## config.mk

```make
export PLATFORM = sky130hd
export DESIGN_NAME = pla_array
export DESIGN_NICKNAME = d
export VERILOG_FILES = /design/src/rtl/pla_pkg.sv /design/src/rtl/pla_fuse_bank.sv /design/src/rtl/pla_and_plane.sv /design/src/rtl/pla_decoder.sv /design/src/rtl/pla_or_stage.sv /design/src/rtl/pla_array.sv
export SDC_FILE = /design/constraint.sdc
export NUM_CORES = 1
export LEC_CHECK = 0
export ABC_AREA = 1
export CELL_PAD_IN_SITES_DETAIL_PLACEMENT = 0
export CELL_PAD_IN_SITES_GLOBAL_PLACEMENT = 1
export CORE_UTILIZATION = 41
export DETAILED_ROUTE_END_ITERATION = 8
export DONT_BUFFER_PORTS = 1
export PLACE_DENSITY = 0.81
export REMOVE_ABC_BUFFERS = 1
export SYNTH_ARGS = -nofsm -noshare
export SYNTH_HDL_FRONTEND = slang
export SYNTH_SLANG_ARGS = --single-unit
```

## constraint.sdc

```tcl
create_clock -name clk -period 1.4 [get_ports clk]
set_input_delay 0.28 -clock clk [delete_from_list [all_inputs] [get_ports clk]]
set_output_delay 0.28 -clock clk [all_outputs]
set_load 0.02 [all_outputs]
```

## src/rtl/pla_pkg.sv

```systemverilog
// Package: types and helpers shared by the logic array.
// Assumes: nothing beyond elaboration-time integer arithmetic.
package pla_pkg;

    // Array topology selected at run time.
    typedef enum logic {
        MODE_PROG_AND  = 1'b0,   // programmable AND, fixed OR groups
        MODE_FIXED_AND = 1'b1    // full decoder, programmable OR
    } pla_mode_e;

    // Larger of two elaboration constants.
    function automatic int max_int(input int a, input int b);
        return (a > b) ? a : b;
    endfunction

endpackage

```

## src/rtl/pla_fuse_bank.sv

```systemverilog
// Module: flat bank of fuse bits written one bit per clock.
// Assumes: prog_addr is known whenever prog_en is high; out-of-range
// addresses are dropped; reset erases every bit to 1 (open).
module pla_fuse_bank #(
    parameter int FUSE_BITS = 72,
    parameter int ADDR_W    = 7
) (
    input  logic                 clk,
    input  logic                 rst_n,
    input  logic                 prog_en,
    input  logic [ADDR_W-1:0]    prog_addr,
    input  logic                 prog_data,
    output logic [FUSE_BITS-1:0] fuse_q
);

    localparam logic [ADDR_W:0] LIMIT = (ADDR_W+1)'(FUSE_BITS);

    logic addr_ok;

    // Address lies inside the bank.
    assign addr_ok = ({1'b0, prog_addr} < LIMIT);

    // Erase on reset, otherwise store one bit per enabled edge.
    always_ff @(posedge clk) begin
        if (!rst_n) begin
            fuse_q <= '1;
        end else if (prog_en && addr_ok) begin
            fuse_q[prog_addr] <= prog_data;
        end
    end

endmodule

```

## src/rtl/pla_and_plane.sv

```systemverilog
// Module: programmable AND plane; each term ANDs the literals whose fuse is 0.
// Assumes: fuse 1 = open (literal forced to 1), fuse 0 = literal connected.
module pla_and_plane #(
    parameter int NUM_IN   = 3,
    parameter int NUM_TERM = 12
) (
    input  logic [2*NUM_IN-1:0]          lits,
    input  logic [NUM_TERM*2*NUM_IN-1:0] fuse,
    output logic [NUM_TERM-1:0]          term
);

    localparam int LIT = 2 * NUM_IN;

    // One AND gate per product term.
    for (genvar p = 0; p < NUM_TERM; p++) begin : g_term
        assign term[p] = &(lits | fuse[p*LIT +: LIT]);
    end

endmodule

```

## src/rtl/pla_decoder.sv

```systemverilog
// Module: fixed AND plane as a full decoder producing all 2^N minterms.
// Assumes: data_in bit 0 is the least significant selector.
module pla_decoder #(
    parameter int NUM_IN = 3
) (
    input  logic [NUM_IN-1:0]     data_in,
    output logic [2**NUM_IN-1:0]  minterm
);

    // Minterm k is high exactly for input value k.
    for (genvar k = 0; k < 2**NUM_IN; k++) begin : g_mt
        assign minterm[k] = (data_in == NUM_IN'(k));
    end

endmodule

```

## src/rtl/pla_or_stage.sv

```systemverilog
// Module: output stage holding the fixed OR groups and the programmable
// OR plane, with topology selection and output gating during programming.
// Assumes: terms are grouped per output, output o owning TERMS_PER_OUT terms.
module pla_or_stage
    import pla_pkg::*;
#(
    parameter int NUM_IN        = 3,
    parameter int NUM_OUT       = 4,
    parameter int TERMS_PER_OUT = 3
) (
    input  pla_mode_e                         mode,
    input  logic                              prog_en,
    input  logic [NUM_OUT*TERMS_PER_OUT-1:0]  term,
    input  logic [2**NUM_IN-1:0]              minterm,
    input  logic [NUM_OUT*(2**NUM_IN)-1:0]    or_fuse,
    output logic [NUM_OUT-1:0]                sum_out
);

    localparam int MT = 2 ** NUM_IN;

    logic [NUM_OUT-1:0] group_sum;
    logic [NUM_OUT-1:0] plane_sum;

    for (genvar o = 0; o < NUM_OUT; o++) begin : g_out
        // Fixed OR over the terms dedicated to this output.
        assign group_sum[o] = |term[o*TERMS_PER_OUT +: TERMS_PER_OUT];
        // Programmable OR over the connected minterms.
        assign plane_sum[o] = |(minterm & ~or_fuse[o*MT +: MT]);
    end

    // Pick the topology; hold outputs low while fuses are being written.
    always_comb begin
        if (prog_en) begin
            sum_out = '0;
        end else if (mode == MODE_FIXED_AND) begin
            sum_out = plane_sum;
        end else begin
            sum_out = group_sum;
        end
    end

endmodule

```

## src/rtl/pla_array.sv

```systemverilog
// Module: top of the fuse-configured sum-of-products array.
// Assumes: fuses are loaded with prog_en high before use; outputs are
// combinational from data_in and cfg_mode once loading has ended.
module pla_array
    import pla_pkg::*;
#(
    parameter  int NUM_IN        = 3,
    parameter  int NUM_OUT       = 4,
    parameter  int TERMS_PER_OUT = 3,
    localparam int NUM_TERM      = NUM_OUT * TERMS_PER_OUT,
    localparam int AND_FUSES     = NUM_TERM * 2 * NUM_IN,
    localparam int OR_FUSES      = NUM_OUT * (2 ** NUM_IN),
    localparam int FUSE_BITS     = max_int(AND_FUSES, OR_FUSES),
    localparam int ADDR_W        = $clog2(FUSE_BITS)
) (
    input  logic               clk,
    input  logic               rst_n,
    input  logic               prog_en,
    input  logic [ADDR_W-1:0]  prog_addr,
    input  logic               prog_data,
    input  logic               cfg_mode,
    input  logic [NUM_IN-1:0]  data_in,
    output logic [NUM_OUT-1:0] sum_out
);

    pla_mode_e                 mode;
    logic [FUSE_BITS-1:0]      fuse_q;
    logic [2*NUM_IN-1:0]       lits;
    logic [NUM_TERM-1:0]       term;
    logic [2**NUM_IN-1:0]      minterm;

    // Decode the topology select.
    assign mode = pla_mode_e'(cfg_mode);

    // True and complemented literal for every input.
    for (genvar i = 0; i < NUM_IN; i++) begin : g_lit
        assign lits[2*i]   = data_in[i];
        assign lits[2*i+1] = ~data_in[i];
    end

    pla_fuse_bank #(
        .FUSE_BITS (FUSE_BITS),
        .ADDR_W    (ADDR_W)
    ) u_bank (
        .clk       (clk),
        .rst_n     (rst_n),
        .prog_en   (prog_en),
        .prog_addr (prog_addr),
        .prog_data (prog_data),
        .fuse_q    (fuse_q)
    );

    pla_and_plane #(
        .NUM_IN   (NUM_IN),
        .NUM_TERM (NUM_TERM)
    ) u_and (
        .lits (lits),
        .fuse (fuse_q[AND_FUSES-1:0]),
        .term (term)
    );

    pla_decoder #(
        .NUM_IN (NUM_IN)
    ) u_dec (
        .data_in (data_in),
        .minterm (minterm)
    );

    pla_or_stage #(
        .NUM_IN        (NUM_IN),
        .NUM_OUT       (NUM_OUT),
        .TERMS_PER_OUT (TERMS_PER_OUT)
    ) u_or (
        .mode    (mode),
        .prog_en (prog_en),
        .term    (term),
        .minterm (minterm),
        .or_fuse (fuse_q[OR_FUSES-1:0]),
        .sum_out (sum_out)
    );

endmodule

```

# Yosys cells after proc, flatten, opt, wreduce, memory -nomap -nowiden
# Cells that the tools add are included.
[totals] in_bits=15 out_inout_bits=4 regBits=72 elab_cells=62
[classes] eq_ne=7 reduce_logical=23 n_mux=5 n_lt_le_gt_ge=3 bitwise=23
[ops] op="bitwise mux 72 bit" n=1
[ops] op="bitwise OR 6 bit" n=12
[ops] op="AND reduction 6 bit" n=12
[ops] op="AND 8 bit" n=4
[ops] op="inverter 8 bit" n=4
[ops] op="OR reduction 8 bit" n=4
[ops] op="== test 3 bit (second input constant)" n=4
[ops] op="OR reduction 3 bit" n=4
[ops] op="< comparator 7 x 8 -> 1 bit (second input constant)" n=1
[ops] op="2-to-1 mux 4 bit" n=2
[ops] op="demux 1 bit (select 7 bit)" n=1
[ops] op=">= comparator 7 x 1 -> 1 bit (second input constant)" n=1
[ops] op="< comparator 7 bit (second input constant)" n=1
[ops] op="== test 3 x 2 -> 1 bit (second input constant)" n=2
[ops] op="== test 3 x 1 -> 1 bit (second input constant)" n=1
[ops] op="logical NOT 3 bit" n=1
[ops] op="inverter 1 bit" n=3
[ops] op="logical AND 1 bit" n=2
[ops] op="2-to-1 mux 1 bit" n=1

# Logic depth before layout (Yosys ltp)
# Gate-level depths: netlist of run 1.
[depth] ltp_word=6 ltp_mapped=10 depth_no_buf=9

# Modules after synthesis
# A second synthesis of run 1 with hierarchy kept.
[unflattened] cells_unflattened=687 area_unflattened_um2=4242.8
[by_module_without_submodules] module="pla_fuse_bank" area_each_um2=3205.6 n_inst=1 seq_area_each_um2=1441.4 cells_each=430
[by_module_without_submodules] module="pla_and_plane" area_each_um2=563.0 n_inst=1 seq_area_each_um2=0.0 cells_each=139
[by_module_without_submodules] module="pla_or_stage" area_each_um2=406.6 n_inst=1 seq_area_each_um2=0.0 cells_each=100
[by_module_without_submodules] module="pla_decoder" area_each_um2=56.3 n_inst=1 seq_area_each_um2=0.0 cells_each=15
[by_module_without_submodules] module="pla_array" area_each_um2=11.3 n_inst=1 seq_area_each_um2=0.0 cells_each=3

# Worst setup path after synthesis of run 1
# No wires, ideal clock.
[synth_timing] path_type="input to output" startpoint="in data_in[1]" endpoint="out sum_out[0]" n_path_buf=1 path_slack_ns=-0.213 t_required_ns=1.120 cell_stages=8 t_arrival_ns=1.333 path_cell_list="buf_2 -> nor2_1 -> nand3_1 -> nand2_1 -> inv_1 -> nand3_1 -> nor2_1 -> nor2_1"
[synth_between] elab_chain_len=6 word_cells_on_any_way=20 classes_between="eq/ne (7); mux (2); bitwise (5); reduce/logical (6)"
[synth_lines] element="from (decl)" line_no="pla_array.sv:22" rtl="input logic [NUM_IN-1:0] data_in,"
[synth_lines] element="inverter 1 bit" line_no="pla_array.sv:38" rtl="assign lits[2*i+1] = ~data_in[i];"
[synth_lines] element="bitwise OR 6 bit" line_no="pla_and_plane.sv:16" rtl="assign term[p] = &(lits | fuse[p*LIT +: LIT]);"
[synth_lines] element="AND reduction 6 bit" line_no="pla_and_plane.sv:16"
[synth_lines] element="OR reduction 3 bit" line_no="pla_or_stage.sv:26" rtl="assign group_sum[o] = |term[o*TERMS_PER_OUT +: TERMS_PER_OUT];"
[synth_lines] element="2-to-1 mux 4 bit (*)" line_no="pla_or_stage.sv:35" rtl="end else if (mode == MODE_FIXED_AND) begin"
[synth_lines] element="2-to-1 mux 4 bit (*)" line_no="pla_or_stage.sv:33" rtl="if (prog_en) begin"
[synth_lines] element="to (decl)" line_no="pla_array.sv:23" rtl="output logic [NUM_OUT-1:0] sum_out"
# Every way passes the cells marked *; elsewhere a longest branch is shown, timed or not.

# Worst setup path in the final report of run 1
[layout_timing] startpoint="reg u_bank.fuse_q[15]" endpoint="out sum_out[0]"
[layout_between] elab_chain_len=5
[layout_lines] element="from (decl)" line_no="pla_fuse_bank.sv:13" rtl="output logic [FUSE_BITS-1:0] fuse_q"
[layout_lines] element="from (signal, indexed assignment)" line_no="pla_fuse_bank.sv:28" rtl="fuse_q[prog_addr] <= prog_data;"
[layout_lines] element="bitwise OR 6 bit" line_no="pla_and_plane.sv:16"
[layout_lines] element="AND reduction 6 bit" line_no="pla_and_plane.sv:16"
[layout_lines] element="OR reduction 3 bit" line_no="pla_or_stage.sv:26"
[layout_lines] element="2-to-1 mux 4 bit" line_no="pla_or_stage.sv:35"
[layout_lines] element="2-to-1 mux 4 bit" line_no="pla_or_stage.sv:33"
# Every way passes these cells.

==> results.cfg, run 1 <==
[finish]
top_register = u_bank.fuse_q
largest_reg_flops = 72
antenna_cells = 0
area_growth_pct = 20.0
postLayoutCellArea_sq_mm = 0.00455
multi_input_comb_area_sq_mm = 0.00217
seq_area_sq_mm = 0.00149
fillers = 927
drive_gt1_share_pct = 21.9
nets = 632
top_regs = u_bank.fuse_q: 72 flops

[floorplan]
die_w_um = 98.2
dieArea_sq_mm = 0.00964
io-pin-count = 19
rows = 34
die_h_um = 98.2
core_area_sq_mm = 0.00885
start_util_pct = 42.9

[power]
power_leakage_nw = 1.97
ir_drop_uv = 566
finalPower_mw = 3.96
powerDensity_mw_per_mm2 = 871

[critical_path]
crit_fanout = 3
worstSetupPathType = reg -> out
r2r_start = u_bank.fuse_q[13]
cp.arrival_ps = 1340
crit_required_ps = 1120
r2r_cells = 3
endpoint_kind = output port
startpoint_type = register
startpoint = u_bank.fuse_q[15]

[placement]
gp_congestion = 0.884
placed_cell_area_sq_mm = 0.00420
io_buffers = 0
dp.final_hpwl_um = 9040

[clocking]
numCtsBuffers = 9
cts_hold_buf = 0
clk_latency_ps = 350
cts.sink_count = 72
clkTransAtPathRegs_ps = 80
cts_tree = yes
clock_path_buffers = 2
cts_max_level = 3
root_buffer = clkbuf_8

[grt]
grt_pass1_vias = 4013
grt.overflow.total = 0
grt_max_degree = 73
grt_pass1_wl_um = 21000
antenna_found_initial = 0
gr-usage-all-layers_pct = 28.4

[job]
max_cap_violations = 0

[detailed_routing]
post_drt_wl_per_cell_um = 17.8
via_per_inst = 5.72
dr.pass1.iters = 7
drtIter0Drc = 293
drc = 2
totalWireLength_um = 13000
num_vias = 4177
ant_nets = 0

[yosys]
yosysWarnings = 0
synth_cells = 583
ys_seq_area_share_pct = 38.0
syn_area_sq_mm = 0.00379
ys_ff_latch = 72
yosysUniqueCellTypes = 23
syn_avg_cell_area_sq_um = 6.51

[hold_path]
hold_depth = 1
hp-class = in -> reg
worst_hold_startpoint = rst_n

[timing]
finalSetupViolCount = 4
post-route-period-util_pct = 116
tightest_slew_ps = 457
rsz0062_at_grt = true
fin_ws_ps = -223
hold_viol_final = 0
slew_viol_final = 0
slew_headroom_pct = 69.5
finClkSkew_ps = 0
min_period_ps = 1620
max_freq_mhz = 616

[run_status]
violations = design-rule violations, negative setup slack
status = finished, violations left
kinds of logic after synthesis:
kind of cell / count (synthesis) / synth area share, %
AND/OR/NAND/NOR: 356 / 43.0
AO/OA/AOI/OAI: 84 / 11.9
flip-flops: 72 / 38.0
buffers and inverters: 71 / 7.12
synthesized netlist by cell type:
cell / n / area (sq um)
nand4_1: 1 / 6.26
o21bai_1: 1 / 7.51
o21ai_0: 69 / 345
buf_2: 3 / 15.0
buf_1: 2 / 7.51
inv_1: 38 / 143
nor2_2: 1 / 6.26
clkinv_1: 2 / 7.51
nand2_1: 141 / 529
dfxtp_1: 72 / 1440
nor3_1: 1 / 5.00
nand3_1: 156 / 781
or2_2: 1 / 6.26
nand3b_1: 4 / 30.0
o22ai_1: 1 / 6.26
nor3_4: 4 / 65.1
nor2_1: 43 / 161
nor3_2: 4 / 40.0
o211ai_1: 11 / 82.6
clkbuf_1: 21 / 78.8
o21ai_1: 1 / 5.00
inv_2: 5 / 18.8
a21oi_1: 1 / 5.00
cell usage in the layout, fill, tap and decap left out, types with 2 or more instances in the layout:
master,n
dfxtp_1,37
nand2_1,140
dfxtp_2,34
inv_2,8
o211ai_1,11
clkinvlp_4,3
buf_6,2
nor2_2,4
clkinv_2,2
nor3_4,4
o21ai_1,2
o21ai_0,63
nand3_1,150
nor3_2,4
nand3_2,6
nor2_4,4
buf_4,44
inv_1,35
clkbuf_8,10
nand3b_1,4
o21ai_2,5
buf_12,3
nor2_1,36
clkinv_1,2
stage by stage:
step | hold slack (ps) | worst slack [ps] | utilization [%] | cells | TNS [ps]
final | 21.5 | -223 | 51.4 | 730 | -803
after global routing | 10.9 | -383 | 51.4 | 730 | -1270
after CTS | 11.0 | -244 | 50.5 | 726 | -904
after detailed placement | 378 | -300 | 47.5 | 710 | -895
after global placement | 373 | -282 | 47.5 | 710 | -889
after floorplan | 364 | -321 | - | 557 | -1110
final cells by class:
cell class,count,share of cell area (%)
multi-input combinational,440,47.7
sequential,72,32.7
timing repair buffer,49,9.07
inverter,45,3.71
clock buffer,11,3.11
tap,108,2.97
clock inverter,5,0.715
what timing repair did:
item                       in CTS  in global routing
pin swaps                      20                 19
gates resized for setup        47                 24
setup endpoints to repair       4                  4
setup buffers                   1                  4
final timing paths:
check	slack, ps	endpoint
max	-220	sum_out[0]
min	20	u_bank.fuse_q[36]
max reg2reg	670	u_bank.fuse_q[13]
min reg2reg	480	u_bank.fuse_q[40]
critical path, stage by stage (launching register included):
cell and delay [ps]:
dfxtp_1 370, nand2_1 70, nand2_1 60, nand3_1 70
nand2_1 70, inv_1 40, nand2_1 40, nand2_1 50
nor2_1 90, buf_4 140
metal layers:
layer | wire length [um] | GRT usage [%] | vias up
met3 | 1010 | 4.22 | 34
met1 | 5640 | 38.4 | 1934
met4 | 433 | 14.6 | 0
li1 | - | - | 2034
met5 | 0 | 0 | -
met2 | 5920 | 44.1 | 175
where the power goes:
group	switching, mW	total (mW)	internal [mW]
Sequential	0.00571	2.06	2.05
Clock	0.793	1.48	0.686
Combinational	0.267	0.427	0.160
(Power assumes the default switching activity.)
==> inputs of run 2 (changes only) <==
--- a/config.mk
+++ b/config.mk
@@ -5,10 +5,9 @@
 export SDC_FILE = /design/constraint.sdc
 export NUM_CORES = 1
 export LEC_CHECK = 0
-export ABC_AREA = 1
 export CELL_PAD_IN_SITES_DETAIL_PLACEMENT = 0
 export CELL_PAD_IN_SITES_GLOBAL_PLACEMENT = 1
-export CORE_UTILIZATION = 41
+export CORE_UTILIZATION = 44
 export DETAILED_ROUTE_END_ITERATION = 8
 export DONT_BUFFER_PORTS = 1
 export PLACE_DENSITY = 0.81
==> results.cfg, run 2 <==
[job]
max_cap_violations = 0

[yosys]
synth_common_cells = 111 x nand2_1, 109 x nand3_1, 72 x dfxtp_1, 72 x mux2i_1, 23 x buf_2
syn_area_sq_mm = 0.00404
ys_top_cells_by_area = dfxtp_1 36%, mux2i_1 18%, nand3_1 14%
synth_edf_count = 0
synthFlopType = dfxtp_1
synth_cells = 484
synth_top_area_share_pct = 35.7
ys_ff_latch = 72
yosysTopAreaCell = dfxtp_1
yosysUniqueCellTypes = 36
yosysWarnings = 0
syn_avg_cell_area_sq_um = 8.34
synth_most_common_cell = nand2_1
ys_seq_area_share_pct = 35.7
async_flop_share_pct = 0

[critical_path]
r2r_cells = 4
startpoint = u_bank.fuse_q[31]
crit_required_ps = 1120
worstPathCellList = mux4_2, mux2_4, a211oi_2, buf_4
critPathTopFamily = multiplexers
crit_fanout = 2
r2r_start = u_bank.fuse_q[9]
worstSetupPathType = reg -> out
path_depth = 4
cp.arrival_ps = 1770
max_stage_delay_ps = 470
r2r_slack_ps = 510
path_buf_inv = 1
r2r_end = u_bank.fuse_q[9]
cpMaxStageDelayCell = mux4_2
crit_path_end = sum_out[3]
endpoint_kind = output port
startpoint_type = register

[finish]
largest_reg_flops = 72
antenna_cells = 0
nets = 516
fillers = 792
top_regs = u_bank.fuse_q: 72 flops
top_register = u_bank.fuse_q
multi_input_comb_area_sq_mm = 0.00242
seq_area_sq_mm = 0.00145
layout_common_cells = 111 x nand2_1, 109 x nand3_1, 69 x mux2i_1
layout_commonest_cell = nand2_1
fin_cells = 614
area_growth_pct = 18.0
drive_gt1_share_pct = 20.0
final_core_util_pct = 54.1

[detailed_routing]
num_vias = 3634
post_drt_wl_per_cell_um = 18.8
drtIter0Drc = 266
drc = 2
ant_nets = 0
totalWireLength_um = 11600
dr.pass1.iters = 7
via_per_inst = 5.92

[floorplan]
die_w_um = 97.8
start_util_pct = 45.9
die_h_um = 97.8
core_area_sq_mm = 0.00881
dieArea_sq_mm = 0.00956
rows = 34
io-pin-count = 19

[clocking]
numCtsBuffers = 9
clkTransAtPathRegs_ps = 80
clock_path_buffers = 2
root_buffer = clkbuf_8
cts.sink_count = 72
clk_latency_ps = 330
cts_max_level = 3
cts_tree = yes

[power]
power_leakage_nw = 2.11
ir_drop_uv = 566
powerDensity_mw_per_mm2 = 890

[timing]
slew_viol_final = 0
fin_setup_tns_ps = -2080
rsz0062_at_grt = true
post-route-period-util_pct = 147
finalSetupViolCount = 4
hold_viol_final = 0
slew_headroom_pct = 26.8
tightest_slew_ps = 1100
min_period_ps = 2050
max_freq_mhz = 487
finClkSkew_ps = 0
fin_ws_ps = -651

[run_status]
violations = design-rule violations, negative setup slack
status = finished, violations left

[grt]
antenna_found_initial = 0
gr-usage-all-layers_pct = 24.9
grt_max_degree = 73
grt_pass1_wl_um = 18400
grt_pass1_vias = 3520
grt.overflow.total = 0

[placement]
placed_cells = 591
gp_congestion = 0.821
dp.final_hpwl_um = 6380
place_ws_ps = -372
io_buffers = 0

[hold_path]
hp-class = in -> reg
## run 2: cell type report
type,instances,share of cell area [%]
Multi-Input combinational cell,360,50.7
Sequential cell,72,30.5
Timing Repair Buffer,57,11.2
Clock buffer,12,3.05
Tap cell,108,2.84
Clock inverter,4,1.60
Inverter,1,0.0788
## run 2: layer usage
metal | up-vias | track usage, % | part of all wire [%]
met5 | - | 0 | 0
met4 | 0 | 8.28 | 1.8
met3 | 18 | 5.23 | 4.8
met2 | 89 | 41.5 | 48
met1 | 1782 | 32.1 | 45
li1 | 1745 | - | -
## run 2: through the flow
step	cell area, sq um	hold WS, ps	power, mW
2_1_floorplan	3770	342	2.25
3_3_place_gp	4360	353	2.34
3_5_place_dp	4360	354	2.35
4_1_cts	4690	0.952	4.25
5_1_grt	4760	1.77	4.35
6_report	4760	13.6	4.24
## run 2: cells by family after synthesis
kind of cell	after synthesis	share of synthesized area (%)
and+or+nand+nor	263	33.5
AOI/OAI and AO/OA	18	3.56
muxes	79	20.5
buffers and inverters	52	6.66
DFF	72	35.7
## run 2: repair_timing
action / in CTS / in global routing
setup buffers: 0 / 1
hold buffers: 5 / 1
endpoints found under the setup margin: 4 / 47
endpoints found under the hold margin: 25 / 2
resized for setup: 24 / 14
pin swaps: 10 / 6
## run 2: worst register-to-register path, cell delays in order (launching register included)
cell     delay, ps
dfxtp_2        330
buf_6          110
buf_4          120
mux2i_1        120
nand2_1         60
## run 2: worst min path at each step
| stage | startpoint | end | slack (ps) | depth (start not counted) |
|---|---|---|---|---|
| 4_1_cts | rst_n | u_bank.fuse_q[61] | 1 | 1 |
| 3_5_place_dp | rst_n | u_bank.fuse_q[50] | 350 | 1 |
| 3_3_place_gp | rst_n | u_bank.fuse_q[53] | 350 | 1 |
| 5_1_grt | rst_n | u_bank.fuse_q[31] | 2 | 1 |
| 2_1_floorplan | rst_n | u_bank.fuse_q[10] | 340 | 1 |
| 6_report | rst_n | u_bank.fuse_q[46] | 10 | 1 |
## run 2: power by group
part | internal (mW) | switching (mW)
Clock | 1.06 | 0.817
Sequential | 2.05 | 0.00337
Combinational | 0.142 | 0.162
==> inputs of run 3 (changes only) <==
==> constraint.sdc (replaced) <==
create_clock -name clk -period 1.4 [get_ports clk]
set_input_delay 0.21 -clock clk [delete_from_list [all_inputs] [get_ports clk]]
set_output_delay 0.21 -clock clk [all_outputs]
set_load 0.02 [all_outputs]
==> results.cfg, run 3 (synthesis results as in run 2) <==
[floorplan]
core_area_sq_mm = 0.00881
dieArea_sq_mm = 0.00956
io-pin-count = 19
start_util_pct = 45.9
die_h_um = 97.8
rows = 34
die_w_um = 97.8

[finish]
final_core_util_pct = 57.5
layout_commonest_cell = nand2_1
top_register = u_bank.fuse_q
area_growth_pct = 25.5
fillers = 756
largest_reg_flops = 72
drive_gt1_share_pct = 22.1
nets = 534
antenna_cells = 0
top_regs = u_bank.fuse_q: 72 flops
layout_common_cells = 111 x nand2_1, 109 x nand3_1, 68 x mux2i_1

[grt]
grt.overflow.total = 0
grt_pass1_wl_um = 18400
grt_max_degree = 57
antenna_found_initial = 0
grt_pass1_vias = 3523
gr-usage-all-layers_pct = 24.7

[timing]
fin_ws_ps = -570
slew_viol_final = 0
finClkSkew_ps = 0
hold_viol_final = 0
min_period_ps = 1970
max_freq_mhz = 508
rsz0062_at_grt = true
slew_headroom_pct = 53.6
post-route-period-util_pct = 141
tightest_slew_ps = 694
finalSetupViolCount = 4

[hold_path]
worst_hold_startpoint = prog_data
hp-class = in -> reg

[placement]
gp_congestion = 0.812
dp.final_hpwl_um = 6200
io_buffers = 0

[critical_path]
worstSetupPathType = reg -> out
startpoint = u_bank.fuse_q[27]
crit_required_ps = 1190
worstPathCellList = mux4_2, mux2_4, a211oi_2, buf_4
max_stage_delay_ps = 450
endpoint_kind = output port
startpoint_type = register
r2r_start = u_bank.fuse_q[22]
cpMaxStageDelayCell = mux4_2
crit_fanout = 2
cp.arrival_ps = 1760

[clocking]
clock_path_buffers = 2
root_buffer = clkbuf_8
numCtsBuffers = 9
clk_latency_ps = 350
cts_tree = yes
clkTransAtPathRegs_ps = 80
cts_max_level = 3
cts.sink_count = 72

[detailed_routing]
num_vias = 3704
via_per_inst = 5.86
drc = 2
post_drt_wl_per_cell_um = 18.5
drtIter0Drc = 235
totalWireLength_um = 11700
dr.pass1.iters = 9
ant_nets = 0

[run_status]
violations = design-rule violations, negative setup slack
status = finished, violations left

[power]
power_leakage_nw = 2.19
finalPower_mw = 4.62
powerDensity_mw_per_mm2 = 911
ir_drop_uv = 536

[job]
max_cap_violations = 0
run 3: cell types whose count changed in the layout (fill, tap and decap cells not counted), moves of 2 or more:
cell / change
dfxtp_1: -5
mux2i_4: +2
dlygate4sd3_1: +15
dlymetal6s4s_1: -2
buf_4: +3
dfxtp_2: +5
bufinv_16: +2
run 3: path summary, 6_finish.rpt:
path / cells after the start / slack (ps) / endpoint
max: 4 / -570 / sum_out[3]
min: 2 / 20 / u_bank.fuse_q[45]
max reg2reg: 4 / 80 / u_bank.fuse_q[22]
min reg2reg: 2 / 480 / u_bank.fuse_q[34]
run 3: worst max-delay path: cells and delay by family, from the launching register on:
| family | cells | cell delay (ps) |
|---|---|---|
| AOI/OAI and AO/OA | 1 | 180 |
| buffers and inverters | 1 | 170 |
| DFF | 1 | 320 |
| muxes | 2 | 730 |
run 3: per-layer routing:
| layer | track usage (%) | wire, um | up-vias |
|---|---|---|---|
| li1 | - | - | 1771 |
| met3 | 4.08 | 668 | 19 |
| met5 | 0 | 0 | - |
| met2 | 39.4 | 5590 | 113 |
| met4 | 10.1 | 216 | 0 |
| met1 | 33.3 | 5220 | 1801 |
run 3: cell type report:
type / instances / area [sq um] / area share (%)
multi-input cells: 360 / 2480 / 49.0
clock inverters: 5 / 128 / 2.52
inverters: 1 / 3.75 / 0.0741
repair buffers: 75 / 721 / 14.2
well taps: 108 / 135 / 2.67
clock buffers: 11 / 141 / 2.79
flip-flops and latches: 72 / 1460 / 28.8
run 3: repair_timing:
item | CTS | global route
gates cloned | 0 | 2
setup endpoints to repair | 4 | 15
pin swaps | 12 | 14
hold endpoints to repair | 72 | 2
gates resized for setup | 27 | 24
buffers inserted | 1 | 11
hold buffers | 21 | 1
run 3: per-stage QoR:
stage          instance area, sq um  instances  hold WS (ps)  setup WS [ps]  TNS (ps)
2_1_floorplan                  3770        433           272           -319     -5470
3_3_place_gp                   4310        585           283           -282      -620
3_5_place_dp                   4310        585           287           -249      -633
4_1_cts                        4880        623         0.195           -578     -1910
5_1_grt                        5070        632          8.86           -659     -2150
6_report                       5070        632          22.8           -570     -1870
run 3: power by group:
group / leakage [nW] / switching (mW) / internal [mW] / total, mW
sequential: 0.577 / 0.00338 / 2.05 / 2.05
clock: 0.130 / 0.818 / 1.41 / 2.23
combinational: 1.48 / 0.165 / 0.163 / 0.328
total: 2.19 / 0.987 / 3.63 / 4.62
